`src/rtl/lk_pkg.sv`:
```
package lk_pkg;

  typedef enum logic [1:0] {
    ST_ACQUIRE  = 2'd0,
    ST_LOCKED   = 2'd1,
    ST_HOLDOVER = 2'd2
  } loop_state_e;

  // One strobe per completed phase-detector cycle, from the meter to the control
  typedef struct packed {
    logic pdDone;
    logic inWindow;
  } pd_result_t;

  // Commands from the control to the run counter
  typedef struct packed {
    logic inc;
    logic clr;
  } cnt_cmd_t;

endpackage

```
`src/rtl/lk_phase_meter.sv`:
```
module lk_phase_meter
  import lk_pkg::*;
#(
  parameter int WIN_W   = 8,
  parameter int TIMEOUT = 64
) (
  input  logic             clk,
  input  logic             rst,
  input  logic             refEdge,
  input  logic             fbEdge,
  input  logic [WIN_W-1:0] windowSize,
  output pd_result_t       pdRes
);

  localparam int GAP_W = $clog2(TIMEOUT + 1);
  localparam logic [GAP_W-1:0] GAP_LIMIT = GAP_W'(TIMEOUT);

  logic             refPend, fbPend;
  logic             refPendN, fbPendN;
  logic [GAP_W-1:0] gap, gapN;
  logic             doneC, orphanC, inWinC;
  logic [GAP_W-1:0] errC;
  logic             openEdge, closeEdge;

  assign openEdge  = refPend ? refEdge : fbEdge;
  assign closeEdge = refPend ? fbEdge  : refEdge;

  always_comb begin
    refPendN = refPend;
    fbPendN  = fbPend;
    gapN     = gap;
    doneC    = 1'b0;
    orphanC  = 1'b0;
    errC     = '0;
    if (!refPend && !fbPend) begin
      if (refEdge && fbEdge) begin
        doneC = 1'b1;
      end else if (refEdge) begin
        refPendN = 1'b1;
        gapN     = GAP_W'(1);
      end else if (fbEdge) begin
        fbPendN = 1'b1;
        gapN    = GAP_W'(1);
      end
    end else begin
      if (closeEdge) begin
        doneC = 1'b1;
        errC  = gap;
        if (openEdge) begin
          gapN = GAP_W'(1);
        end else begin
          refPendN = 1'b0;
          fbPendN  = 1'b0;
        end
      end else if (openEdge) begin
        doneC   = 1'b1;
        orphanC = 1'b1;
        gapN    = GAP_W'(1);
      end else if (gap >= GAP_LIMIT) begin
        doneC    = 1'b1;
        orphanC  = 1'b1;
        refPendN = 1'b0;
        fbPendN  = 1'b0;
      end else begin
        gapN = gap + GAP_W'(1);
      end
    end
  end

  assign inWinC = !orphanC && (32'(errC) < 32'(windowSize));

  always_ff @(posedge clk) begin
    if (rst) begin
      refPend        <= 1'b0;
      fbPend         <= 1'b0;
      gap            <= '0;
      pdRes.pdDone   <= 1'b0;
      pdRes.inWindow <= 1'b0;
    end else begin
      refPend        <= refPendN;
      fbPend         <= fbPendN;
      gap            <= gapN;
      pdRes.pdDone   <= doneC;
      pdRes.inWindow <= doneC && inWinC;
    end
  end

endmodule

```
`src/rtl/lk_sat_counter.sv`:
```
module lk_sat_counter
  import lk_pkg::*;
#(
  parameter int CNT_W = 8
) (
  input  logic             clk,
  input  logic             rst,
  input  cnt_cmd_t         cmd,
  output logic [CNT_W-1:0] count
);

  localparam logic [CNT_W-1:0] CNT_MAX = '1;

  always_ff @(posedge clk) begin
    if (rst || cmd.clr) begin
      count <= '0;
    end else if (cmd.inc && count != CNT_MAX) begin
      count <= count + CNT_W'(1);
    end
  end

endmodule

```
`src/rtl/lk_mode_ctrl.sv`:
```
module lk_mode_ctrl
  import lk_pkg::*;
#(
  parameter int CNT_W = 8
) (
  input  logic             clk,
  input  logic             rst,
  input  pd_result_t       pdRes,
  input  logic             clkSwitch,
  input  logic             holdEnable,
  input  logic [CNT_W-1:0] lockThresh,
  input  logic [CNT_W-1:0] exitThresh,
  input  logic [CNT_W-1:0] runCount,
  output cnt_cmd_t         cntCmd,
  output loop_state_e      state
);

  localparam logic [CNT_W-1:0] CNT_MAX = '1;

  loop_state_e      stateN;
  logic [CNT_W-1:0] countN;
  logic             enterHold;

  assign countN    = (runCount == CNT_MAX) ? CNT_MAX : runCount + CNT_W'(1);
  assign enterHold = clkSwitch && holdEnable && (state != ST_HOLDOVER);

  always_comb begin
    stateN     = state;
    cntCmd.inc = 1'b0;
    cntCmd.clr = 1'b0;
    if (enterHold) begin
      stateN     = ST_HOLDOVER;
      cntCmd.clr = 1'b1;
    end else if (pdRes.pdDone) begin
      if (pdRes.inWindow) begin
        cntCmd.inc = 1'b1;
        unique case (state)
          ST_ACQUIRE:  if (countN >= lockThresh) stateN = ST_LOCKED;
          ST_HOLDOVER: if (countN >= exitThresh) stateN = ST_ACQUIRE;
          default:     stateN = state;
        endcase
      end else begin
        cntCmd.clr = 1'b1;
        if (state == ST_LOCKED) stateN = ST_ACQUIRE;
      end
    end
  end

  always_ff @(posedge clk) begin
    if (rst) state <= ST_ACQUIRE;
    else     state <= stateN;
  end

endmodule

```
`src/rtl/lk_lock_holdover.sv`:
```
module lk_lock_holdover
  import lk_pkg::*;
#(
  parameter int WIN_W   = 8,
  parameter int CNT_W   = 8,
  parameter int TIMEOUT = 64
) (
  input  logic             clk,
  input  logic             rst,
  input  logic             refEdge,
  input  logic             fbEdge,
  input  logic             clkSwitch,
  input  logic             holdEnable,
  input  logic [WIN_W-1:0] windowSize,
  input  logic [CNT_W-1:0] lockThresh,
  input  logic [CNT_W-1:0] exitThresh,
  output logic             lockDetect,
  output logic             holdActive,
  output logic [1:0]       loopState,
  output logic [CNT_W-1:0] runCount
);

  pd_result_t  pdRes;
  cnt_cmd_t    cntCmd;
  loop_state_e state;

  lk_phase_meter #(.WIN_W(WIN_W), .TIMEOUT(TIMEOUT)) uMeter (
    .clk(clk), .rst(rst), .refEdge(refEdge), .fbEdge(fbEdge),
    .windowSize(windowSize), .pdRes(pdRes)
  );

  lk_mode_ctrl #(.CNT_W(CNT_W)) uCtrl (
    .clk(clk), .rst(rst), .pdRes(pdRes), .clkSwitch(clkSwitch),
    .holdEnable(holdEnable), .lockThresh(lockThresh), .exitThresh(exitThresh),
    .runCount(runCount), .cntCmd(cntCmd), .state(state)
  );

  lk_sat_counter #(.CNT_W(CNT_W)) uCount (
    .clk(clk), .rst(rst), .cmd(cntCmd), .count(runCount)
  );

  assign lockDetect = (state == ST_LOCKED);
  assign holdActive = (state == ST_HOLDOVER);
  assign loopState  = state;

endmodule

```
`config.mk`:
```
export PLATFORM = sky130hd
export DESIGN_NAME = lk_lock_holdover
export DESIGN_NICKNAME = d
export VERILOG_FILES = /design/src/rtl/lk_pkg.sv /design/src/rtl/lk_phase_meter.sv /design/src/rtl/lk_sat_counter.sv /design/src/rtl/lk_mode_ctrl.sv /design/src/rtl/lk_lock_holdover.sv
export SDC_FILE = /design/constraint.sdc
export NUM_CORES = 1
export LEC_CHECK = 0
export CORE_MARGIN = 1.5
export CORE_UTILIZATION = 60
export DETAILED_ROUTE_END_ITERATION = 8
export DONT_BUFFER_PORTS = 1
export GPL_TIMING_DRIVEN = 0
export PLACE_DENSITY_LB_ADDON = 0.1
export SETUP_SLACK_MARGIN = 0.02
export SLEW_MARGIN = 20
export SYNTH_ARGS = -nofsm -noshare
export SYNTH_HDL_FRONTEND = slang
export SYNTH_SLANG_ARGS = --single-unit
```
`constraint.sdc`:
```
create_clock -name clk -period 6.56 [get_ports clk]
set_input_delay 1.312 -clock clk [delete_from_list [all_inputs] [get_ports clk]]
set_output_delay 1.312 -clock clk [all_outputs]
set_load 0.005 [all_outputs]
```
# Yosys cells after proc, flatten, opt, wreduce, memory -nomap -nowiden
# Cells that the tools add are included.
classes:
  reduce_logical: 22
  eq_ne: 19
  order_cmp: 4
  n_addsub: 2
  n_mux: 43
op_table:
  columns: ["operator", "n"]
  rows:
  - ["2-to-1 mux 7 bit", 10]
  - ["2-to-1 mux 1 bit", 24]
  - [">= comparator 8 bit", 2]
  - ["AND reduction 5 bit", 3]
  - ["2-to-1 mux 2 bit", 7]
  - ["inequality test 2 bit, second input constant", 6]
  - ["inequality test 3 x 2 -> 1 bit, second input constant", 4]
  - ["inequality test 4 x 2 -> 1 bit, second input constant", 3]
  - ["adder 8 x 1 -> 8 bit, second input constant", 1]
  - ["equality test 8 bit, second input constant", 1]
  - ["< comparator 7 x 8 -> 1 bit", 1]
  - ["2-to-1 mux 8 bit", 1]
  - ["inequality test 8 bit, second input constant", 1]
  - ["AND reduction 4 bit", 2]
  - ["adder 7 x 1 -> 7 bit, second input constant", 1]
  - [">= comparator 7 bit, second input constant", 1]
  - ["logical AND 1 bit", 7]
  - ["nonzero test 3 bit", 2]
  - ["one-hot mux 2 bit (2 select lines)", 1]
  - ["nonzero test 2 bit", 2]
  - ["zero test 1 bit", 3]
  - ["inequality test 3 x 1 -> 1 bit, second input constant", 1]
  - ["inequality test 3 bit, second input constant", 1]
  - ["equality test 2 x 1 -> 1 bit, second input constant", 1]
  - ["4 further kinds", 4]
totals:
  input_bits: 30
  regBits: 21
  out_inout_bits: 12

# Logic depth before layout (Yosys ltp)
# Gate-level depths: netlist (run 1).
logic_depth:
  depth_word: 8
  mapped_depth: 10

# Cells and area by module
# A second synthesis (run 1) with hierarchy kept.
hier_totals:
  hier_cells: 242
  area_unflattened_um2: 1945.6
modules_own_cells:
  columns: ["mod", "cells_per_inst", "seq_area_each_um2", "instances", "area_each_um2"]
  rows:
  - ["lk_phase_meter", 103, 220.2, 1, 863.3]
  - ["lk_mode_ctrl", 89, 40.0, 1, 645.6]
  - ["lk_sat_counter", 48, 160.2, 1, 421.7]
  - ["lk_lock_holdover", 2, 0.0, 1, 15.0]

# Worst setup path after synthesis (run 1)
# OpenSTA, ideal clock, no wires.
synth_path:
  path_kind: "input-to-reg"
  from: "input port refEdge"
  to: "register, netlist name uMeter.pdRes[0]"
  arrival_ps: 2908
  required_ps: 6469
  setup_time_ps: 91
  stages: 9
  slack_ps: 3561
  path_cell_list: "buf_2 a22oi_1 nor2b_1 ha_1 and4b_1 and3_1 a21boi_2 nand3_1 a311oi_1"
synth_via:
  elab_chain_cells: 7
  word_cells_on_any_way: 15
synth_lines:
  columns: ["element", "line", "rtl"]
  rows:
  - ["start: declaration", "lk_lock_holdover.sv:10", "input logic refEdge,"]
  - ["parallel branches: the longest is 6 deep, another holds < comparator 7 x 8 -> 1 bit", null, null]
  - ["logical AND 1 bit *", "lk_phase_meter.sv:84", "pdRes.inWindow <= doneC && inWinC;"]
# Mark *: on every way between the ends.
# A chain may end at the register's enable or synchronous reset.

# Final worst setup path (run 1)
layout_path:
  from: "input port refEdge"
  to: "register, netlist name uMeter.pdRes[0]"
layout_via:
  elab_chain_cells: 7
  word_cells_on_any_way: 15
layout_lines:
  columns: ["element", "line"]
  rows:
  - ["parallel branches: the longest is 6 deep, another holds < comparator 7 x 8 -> 1 bit", null]
  - ["logical AND 1 bit *", "lk_phase_meter.sv:84"]
# Marked as above.

==> results of run 1 <==
cells in the final DEF, fill, tap and decap left out, types with 3 or more instances in the layout:
cell      netlist  layout
o21ai_0         5       5
a21oi_1         9       9
ha_1           24      24
xnor2_1        11      11
nand4_1         3       3
a211oi_1        4       4
nor2_1         27      27
nand2_1        14      14
inv_1          23      23
nor3_1          4       4
and4_1          3       3
a21o_1          3       3
clkbuf_4        0       3
o21ai_1         3       3
nand3_1         4       4
dfxtp_1        21      21
nand2b_1        4       4
nor2b_1        10      10
mux2i_1         3       3
a22oi_1         4       4
area by class of cell:
| class | instances | area, um2 |
|---|---|---|
| Buffer | 5 | 31.3 |
| Clock buffer | 3 | 22.5 |
| Clock inverter | 1 | 5.00 |
| Fill cell | 252 | 946 |
| Inverter | 24 | 90.1 |
| Multi-Input combinational cell | 171 | 1250 |
| Sequential cell | 21 | 420 |
| Tap cell | 31 | 38.8 |
sequential cells by signal, indices dropped and copies added, names as in the netlist:
name            flops
uCount.count        8
uMeter.gap          7
uCtrl.state         2
uMeter.pdRes        2
uMeter.fbPend       1
uMeter.refPend      1
metrics by stage:
step	setup slack, ns	instance area, um2	hold WS (ns)	utilization	total power [uW]
2_1_floorplan	3.56	1790	0.488	-	168
3_3_place_gp	3.37	1830	0.517	0.653	174
3_5_place_dp	3.31	1830	0.524	0.653	176
4_1_cts	3.62	1860	0.547	0.663	238
5_1_grt	3.37	1860	0.572	0.663	247
6_report	3.63	1860	0.549	0.663	235
worst reg2reg max path, stage by stage (launching register included):
cell	delay, ns
dfxtp_1	0.44
ha_1	0.26
nand3_2	0.16
or2_1	0.31
mux2_1	0.35
ha_1	0.31
nand4_1	0.08
a211o_1	0.29
a311oi_1	0.32
mux2i_1	0.21
worst min path at each step:
stage	from	endpoint	slack, ns	cells past startpoint
after CTS	uCount.count[1]$_SDFFE_PP0P_	uCount.count[1]$_SDFFE_PP0P_	0.55	2
after detailed placement	uCount.count[1]$_SDFFE_PP0P_	uCount.count[1]$_SDFFE_PP0P_	0.52	2
after global routing	uMeter.pdRes[0]$_SDFF_PP0_	uCtrl.state[0]$_SDFFE_PP0P_	0.57	2
after floorplan	uCtrl.state[0]$_SDFFE_PP0P_	uCtrl.state[0]$_SDFFE_PP0P_	0.49	2
final	uCount.count[1]$_SDFFE_PP0P_	uCount.count[1]$_SDFFE_PP0P_	0.55	2
after global placement	uCount.count[1]$_SDFFE_PP0P_	uCount.count[1]$_SDFFE_PP0P_	0.52	2
where the power goes:
group,total [uW],switching [uW],leakage [uW],internal [uW]
logic,38.1,22.9,0.000660,15.2
registers,136,4.76,0.000170,131
clock network,61.1,38.4,0.0000177,22.7
logic make-up after synthesis:
group | synth area share
mux | 0.0314
flops | 0.234
simple gates | 0.258
fa+ha+maj | 0.167
xor+xnor | 0.0635
buf+inv | 0.0677
compound gates | 0.178
layer usage:
metal | part of all wire | up-vias | routed length (um)
met5 | 0 | - | 0
met4 | 0.0051 | 0 | 18
met3 | 0.040 | 2 | 140
met2 | 0.51 | 35 | 1800
met1 | 0.44 | 689 | 1550
li1 | - | 785 | -
==> results.sh, run 1 <==
export IMPL_synth_cell_types=51
export IMPL_r2r_slack_ns=3.75
export IMPL_critPathBufInv=1
export IMPL_io_buffers=0
export IMPL_critPathCaptureType="flop"
export IMPL_nets=280
export IMPL_initial_core_util=0.639
export IMPL_cp_top_family="compound AO/OA/AOI/OAI gates"
export IMPL_antenna_found_initial=0
export IMPL_yosysMostFrequentCell="nor2_1"
export IMPL_rows=19
export IMPL_place_gp_congestion=0.823
export IMPL_worstSetupEndpoint="uMeter.pdRes[0]$_SDFF_PP0_"
export IMPL_synth_seq_cells=21
export IMPL_firstDrtPassIters=6
export IMPL_pin_count=42
export IMPL_clock_latency_ns=0.30
export IMPL_final_period_utilization=0.446
export IMPL_worst_pin_slew_ns=0.562
export IMPL_clock_skew_ns=0.00965
export IMPL_leakagePower_uw=0.000848
export IMPL_reg2reg_depth=9
export IMPL_grtUsageMet2=0.424
export IMPL_ys_warn_count=0
export IMPL_status="finished with violations"
export IMPL_hold_viol=0
export IMPL_cts_tree="yes"
export IMPL_power_density_nw_per_um2=126
export IMPL_use_met1=0.276
export IMPL_wirelength_mm=3.50
export IMPL_r2r_end="uCtrl.state[0]$_SDFFE_PP0P_"
export IMPL_syn_area_um2=1790
export IMPL_r2r_start="uCount.count[0]$_SDFFE_PP0P_"
export IMPL_min_period_ns=2.93
export IMPL_busiest_layer="met2"
export IMPL_synth_ff_type="dfxtp_1"
export IMPL_hold_buffers=0
export IMPL_required_ns=6.77
export IMPL_cp_arrival_ns=3.13
export IMPL_htree_levels=1
export IMPL_dieHeight_um=57.7
export IMPL_die_w_um=57.7
export IMPL_worst_path_max_fanout=9
export IMPL_grtUsageTotal=0.229
export IMPL_grt_ovfl_total=0
export IMPL_synth_area_leaders="dfxtp_1 23%, ha_1 17%, nor2_1 5.7%, xnor2_1 5.4%, inv_1 4.8%"
export IMPL_fin_cells=256
export IMPL_cts_resized=0
export IMPL_die_area_um2=3330
export IMPL_grt_pass1_wl_mm=6.10
export IMPL_setup_tns_ns=0
export IMPL_diodes=0
export IMPL_vias=1511
export IMPL_grt_max_degree=13
export IMPL_grt_use_met3=0.0268
export IMPL_synth_commonest_cells="27 x nor2_1, 24 x ha_1, 23 x inv_1"
export IMPL_vias_per_cell=5.90
export IMPL_drive_gt1_frac=0.0889
export IMPL_clk_pin_slew_ns=0.12
export IMPL_startpoint="refEdge"
export IMPL_rsz0062_at_grt="false"
export IMPL_syn_area_per_cell_um2=8.11
export IMPL_synthToLayoutAreaGrowth_pct=3.70
export IMPL_drc=3
export IMPL_coreArea_um2=2810
export IMPL_synthArstFlopShare=0
export IMPL_root_buffer="clkbuf_4"
export IMPL_hold_path_class="flop to flop"
export IMPL_start_kind="input pin"
export IMPL_syn_num_nets=275
export IMPL_drt_iter0_markers=86
export IMPL_post_dp_hpwl_mm=2.87
export IMPL_netlist_area_leader_share=0.234
export IMPL_drv_cap=0
export IMPL_slew_violations=0
export IMPL_synth_cells=221
export IMPL_yosysSeqAreaShare=0.234
export IMPL_slew_limit_headroom=0.623
export IMPL_vdd_drop_max_uv=82.4
export IMPL_grt_pass1_vias=1423
export IMPL_clock_sinks=21
export IMPL_ant_nets=0
export IMPL_worst_path_largest_cell_delay_ns=0.42
export IMPL_synth_edf_count=0
export IMPL_max_freq_mhz=342
export IMPL_violations="design-rule violations"
export IMPL_setup_viol=0
export IMPL_path_class="input pin to flop"
export IMPL_wire_per_inst_um=13.7
export IMPL_yosysTopAreaCell="dfxtp_1"
export IMPL_cts_buffers=3
export IMPL_placedCellCount=252
export IMPL_crit_chain="buf_2 -> a22oi_1 -> nor2b_1 -> ha_1 -> and4b_1 -> and3_1 -> a21boi_2 -> nand3_1 -> a311oi_1"
export IMPL_worstSetupPathDepth=9
export IMPL_cts_setup_buffers=0
export IMPL_cts_buffer_depth=2
export IMPL_cp_slowest_cell="a22oi_1"
No activity file was read; power rests on OpenSTA's default activity.
==> run 2, diff against run 1 <==
==> constraint.sdc (replaced) <==
create_clock -name clk -period 2.7 [get_ports clk]
set_input_delay 0.54 -clock clk [delete_from_list [all_inputs] [get_ports clk]]
set_output_delay 0.54 -clock clk [all_outputs]
set_load 0.005 [all_outputs]
==> run 2 against run 1 <==
- final area is 3.0% higher
- clock power is 140% higher
- hold slack worse by 0.12 ns
- final cell count stayed put
- combinational power grew to 2.5 times the previous value
- clock skew is 0.0031 ns higher
- the flow still finishes with violations (design-rule violations)
- total power is 140% higher
- register-to-register slack worse by 3.6 ns
- highest routed layer unchanged
- utilization is 2.0 points higher
- sequential share of layout area is 0.27 points lower
- die area stayed put
==> results.sh, run 2 (synthesis results as in run 1) <==
export IMPL_die_w_um=57.7
export IMPL_final_common_cell="nor2_1"
export IMPL_die_area_um2=3330
export IMPL_wirelength_mm=3.66
export IMPL_setup_viol=0
export IMPL_leakagePower_uw=0.000854
export IMPL_htree_levels=1
export IMPL_hold_buffers=0
export IMPL_drc=3
export IMPL_grt_max_degree=13
export IMPL_final_util=0.683
export IMPL_grtUsageTotal=0.231
export IMPL_rsz0062_at_grt="false"
export IMPL_wire_per_inst_um=14.3
export IMPL_setup_tns_ns=0
export IMPL_path_class="flop to flop"
export IMPL_cts_buffer_depth=2
export IMPL_fin_hold_ws_ns=0.429
export IMPL_cts_buffers=3
export IMPL_reg_largest_list="uCount.count: 8 flops, uMeter.gap: 7 flops"
export IMPL_worst_path_max_fanout=6
export IMPL_slew_limit_headroom=0.621
export IMPL_io_buffers=0
export IMPL_combinationalPowerShare=0.167
export IMPL_final_period_utilization=0.959
export IMPL_clock_latency_ns=0.30
export IMPL_largest_reg_flops=8
export IMPL_drv_cap=0
export IMPL_post_dp_hpwl_mm=2.87
export IMPL_rows=19
export IMPL_coreArea_um2=2810
export IMPL_crit_chain="ha_4 -> nand3_4 -> or2_4 -> mux2_1 -> ha_4 -> nand4_1 -> a211o_1 -> a311oi_2 -> mux2i_1"
export IMPL_slew_violations=0
export IMPL_min_period_ns=2.59
export IMPL_power_density_nw_per_um2=300
export IMPL_most_common_layout_cells="27 x nor2_1, 23 x inv_1, 22 x ha_1, 17 x dfxtp_1, 14 x nand2_1"
export IMPL_diodes=0
export IMPL_worst_path_largest_cell_delay_ns=0.41
export IMPL_place_gp_congestion=0.823
export IMPL_root_buffer="clkbuf_4"
export IMPL_pin_count=42
export IMPL_cts_tree="yes"
export IMPL_grt_pass1_wl_mm=6.15
export IMPL_seqPwrFrac=0.573
export IMPL_initial_core_util=0.639
export IMPL_worst_pin_slew_ns=0.565
export IMPL_hold_path_class="input pin to flop"
export IMPL_clk_pin_slew_ns=0.12
export IMPL_drive_gt1_frac=0.133
export IMPL_hold_viol=0
export IMPL_swShare=0.284
export IMPL_grt_ovfl_total=0
export IMPL_cp_arrival_ns=2.82
export IMPL_p_clk_frac=0.260
export IMPL_cts_setup_buffers=0
export IMPL_critPathCaptureType="flop"
export IMPL_vdd_drop_max_uv=200
export IMPL_required_ns=2.93
export IMPL_cp_common_cell="ha_4"
export IMPL_nets=280
export IMPL_start_kind="flop"
export IMPL_netSwitchingPower_uw=163
export IMPL_ant_nets=0
export IMPL_violations="design-rule violations"
export IMPL_antenna_found_initial=0
export IMPL_grt_pass1_vias=1430
export IMPL_vias_per_cell=5.93
export IMPL_cp_slowest_cell="dfxtp_4"
export IMPL_clock_sinks=21
export IMPL_vias=1518
export IMPL_internal_power_uw=411
export IMPL_finalInstanceArea_um2=1920
export IMPL_dieHeight_um=57.7
export IMPL_synthToLayoutAreaGrowth_pct=6.84
export IMPL_clock_skew_ns=0.0127
export IMPL_power_total_uw=574
export IMPL_firstDrtPassIters=6
export IMPL_status="finished with violations"
export IMPL_top_register="uCount.count"
export IMPL_place_area_um2=1830
export IMPL_max_freq_mhz=386
export IMPL_drt_iter0_markers=84
-- run 2: per-stage QoR --
| stage | instances | setup WS, ns |
|---|---|---|
| after global routing | 256 | 0.0269 |
| after CTS | 256 | 0.0299 |
| final | 256 | 0.111 |
| after global placement | 252 | -0.0333 |
| after floorplan | 221 | 0.193 |
| after detailed placement | 252 | -0.0732 |
-- run 2: area by class of cell --
| type | count | area, um2 |
|---|---|---|
| plain buffers | 5 | 32.5 |
| clock inverters | 1 | 5.00 |
| fillers | 244 | 890 |
| multi-input cells | 171 | 1300 |
| inverters | 24 | 90.1 |
| flip-flops and latches | 21 | 428 |
| clock buffers | 3 | 22.5 |
| well taps | 31 | 38.8 |
-- run 2: power by group through the flow --
stage / sequential (uW) / clock (uW) / combinational, uW
final: 329 / 149 / 95.9
after CTS: 329 / 157 / 93.5
after detailed placement: 336 / 0 / 92.2
after global routing: 330 / 164 / 111
after global placement: 335 / 0 / 88.3
after floorplan: 333 / 0 / 75.7
-- run 2: worst paths after layout --
check	from	endpoint	slack, ns	depth (start not counted)
max	uCount.count[0]$_SDFFE_PP0P_	uCtrl.state[0]$_SDFFE_PP0P_	0.11	9
min	windowSize[7]	uMeter.pdRes[0]$_SDFF_PP0_	0.43	2
max reg2reg	uCount.count[0]$_SDFFE_PP0P_	uCtrl.state[0]$_SDFFE_PP0P_	0.11	9
min reg2reg	uMeter.pdRes[0]$_SDFF_PP0_	uCtrl.state[0]$_SDFFE_PP0P_	0.56	2
-- run 2: critical path, delay by kind of cell (launching register included) --
family                   cells  cell delay [ns]
AO/OA/AOI/OAI                2             0.60
adder cells (fa/ha/maj)      2             0.46
flip-flops                   1             0.41
multiplexers                 2             0.57
AND/OR/NAND/NOR              3             0.48
-- run 2: per-layer routing --
metal | wire length [um] | GRT usage
met1 | 1600 | 0.282
met3 | 139 | 0.0268
met4 | 53 | 0.0698
met5 | 0 | 0
met2 | 1870 | 0.424
-- run 2: repair_timing --
action / 4_1_cts / 5_1_grt
pin swaps: 0 / 1
gates cloned: 0 / 0
resized for setup: 6 / 10
endpoints found under the setup margin: 2 / 2
==> run 3, diff against run 2 <==
--- a/config.mk
+++ b/config.mk
@@ -6,7 +6,7 @@
 export NUM_CORES = 1
 export LEC_CHECK = 0
 export CORE_MARGIN = 1.5
-export CORE_UTILIZATION = 60
+export CORE_UTILIZATION = 40
 export DETAILED_ROUTE_END_ITERATION = 8
 export DONT_BUFFER_PORTS = 1
 export GPL_TIMING_DRIVEN = 0
==> run 3 against run 2 <==
- the flow now finishes without violations
- sequential power is essentially flat
- hold slack improved by 0.081 ns
- non-clock buffer count unchanged
- utilization shrank 23 points
- combinational power about the same
- largest power group unchanged
==> results.sh, run 3 (synthesis results as in run 1) <==
export IMPL_final_common_cell="nor2_1"
export IMPL_setup_viol=0
export IMPL_drc=0
export IMPL_setup_tns_ns=0
export IMPL_cts_buffers=3
export IMPL_wire_per_inst_um=12.5
export IMPL_clock_skew_ns=0.00757
export IMPL_hold_path_class="input pin to flop"
export IMPL_rsz0062_at_grt="false"
export IMPL_rows=24
export IMPL_final_util=0.449
export IMPL_critPathCaptureType="flop"
export IMPL_crit_chain="ha_2 -> nand3_4 -> or2_4 -> mux2_1 -> ha_1 -> nand4_1 -> a211o_1 -> a311oi_2 -> mux2i_1"
export IMPL_most_common_layout_cells="27 x nor2_1, 23 x inv_1, 23 x ha_1, 18 x dfxtp_1, 14 x nand2_1"
export IMPL_vias_per_cell=5.24
export IMPL_cp_top_family="multiplexers"
export IMPL_hold_viol=0
export IMPL_cts_tree="yes"
export IMPL_min_to="uCtrl.state[1]$_SDFFE_PP0P_"
export IMPL_critPathBufInv=0
export IMPL_drive_gt1_frac=0.124
export IMPL_top_register="uCount.count"
export IMPL_hold_depth=2
export IMPL_clock_sinks=21
export IMPL_post_dp_hpwl_mm=2.81
export IMPL_cts_setup_buffers=0
export IMPL_worst_pin_slew_ns=0.603
export IMPL_largest_reg_flops=8
export IMPL_root_buffer="clkbuf_8"
export IMPL_clock_latency_ns=0.26
export IMPL_wirelength_mm=3.47
export IMPL_pin_count=42
export IMPL_start_kind="flop"
export IMPL_status="finished clean"
export IMPL_dieHeight_um=70.0
export IMPL_r2r_end="uCtrl.state[0]$_SDFFE_PP0P_"
export IMPL_hold_buffers=0
export IMPL_grtUsageTotal=0.147
export IMPL_slew_violations=0
export IMPL_firstDrtPassIters=4
export IMPL_io_buffers=0
export IMPL_nets=280
export IMPL_vias=1451
export IMPL_required_ns=2.88
export IMPL_grt_pass1_wl_mm=5.98
export IMPL_path_class="flop to flop"
export IMPL_leakagePower_uw=0.000860
export IMPL_antenna_found_initial=0
export IMPL_synthToLayoutAreaGrowth_pct=8.23
export IMPL_reg_largest_list="uCount.count: 8 flops, uMeter.gap: 7 flops"
export IMPL_slew_limit_headroom=0.595
export IMPL_r2r_slack_ns=0.15
export IMPL_power_density_nw_per_um2=322
export IMPL_cp_slowest_cell="dfxtp_4"
export IMPL_reg2reg_depth=9
export IMPL_clk_pin_slew_ns=0.08
export IMPL_ant_nets=0
export IMPL_initial_core_util=0.415
export IMPL_vdd_drop_max_uv=230
export IMPL_die_area_um2=4890
export IMPL_cts_buffer_depth=2
export IMPL_grt_ovfl_total=0
export IMPL_diodes=0
export IMPL_worst_path_largest_cell_delay_ns=0.38
export IMPL_hp_start="holdEnable"
export IMPL_die_w_um=70.0
export IMPL_grt_max_degree=12
export IMPL_drv_cap=0
export IMPL_cp_arrival_ns=2.73
export IMPL_final_period_utilization=0.945
export IMPL_place_gp_congestion=0.798
export IMPL_r2r_start="uCount.count[0]$_SDFFE_PP0P_"
export IMPL_grt_pass1_vias=1343
export IMPL_max_freq_mhz=392
export IMPL_coreArea_um2=4320
export IMPL_drt_iter0_markers=39
export IMPL_min_period_ns=2.55
export IMPL_htree_levels=1
export IMPL_worst_path_max_fanout=6
## run 3: changes by cell type in the layout (fill, tap and decap cells not counted), sizes merged
cell    before  now
clkbuf       5    6
clkinv       1    0
## run 3: layout make-up
class / count / area [um2]
buffer: 5 / 32.5
fill: 451 / 2380
multi-input combinational: 171 / 1280
sequential: 21 / 427
inverter: 24 / 90.1
tap: 52 / 65.1
clock buffer: 4 / 45.0
## run 3: how the worst max path moves through the flow
stage                                       from  cells after the start                          end  slack (ns)
floorplan           uCount.count[0]$_SDFFE_PP0P_                      9  uCtrl.state[0]$_SDFFE_PP0P_        0.19
global placement    uCount.count[0]$_SDFFE_PP0P_                      9  uCtrl.state[0]$_SDFFE_PP0P_       -0.09
detailed placement  uCount.count[0]$_SDFFE_PP0P_                      9  uCtrl.state[0]$_SDFFE_PP0P_       -0.05
CTS                 uCount.count[1]$_SDFFE_PP0P_                      9  uCtrl.state[0]$_SDFFE_PP0P_        0.02
global route        uCount.count[0]$_SDFFE_PP0P_                      9  uCtrl.state[0]$_SDFFE_PP0P_        0.01
finish              uCount.count[0]$_SDFFE_PP0P_                      9  uCtrl.state[0]$_SDFFE_PP0P_        0.15
## run 3: through the flow
step	area, um2	instances	setup WS, ns	hold slack, ns	power [uW]
2_1_floorplan	1790	221	0.193	0.488	408
3_3_place_gp	1860	273	-0.0896	0.526	429
3_5_place_dp	1860	273	-0.0530	0.528	428
4_1_cts	1910	277	0.0223	0.502	635
5_1_grt	1940	277	0.0144	0.514	668
6_report	1940	277	0.148	0.510	625
## run 3: metal layers
layer	vias to the layer above	GRT usage	share of wire
met3	2	0.0447	0.055
met1	640	0.221	0.53
met2	28	0.210	0.41
li1	781	-	-
met4	0	0.0256	0.0049
met5	-	0	0
## run 3: power by group
part           total, uW  switching, uW  internal, uW
Sequential           328           11.2           317
Clock                202           96.7           105
Combinational       95.7           57.2          38.5
Total                625            165           460
## run 3: timing repair
item | in CTS | in global routing
setup endpoints to repair | 2 | 3
resized for setup | 3 | 10
pin swaps | 0 | 1
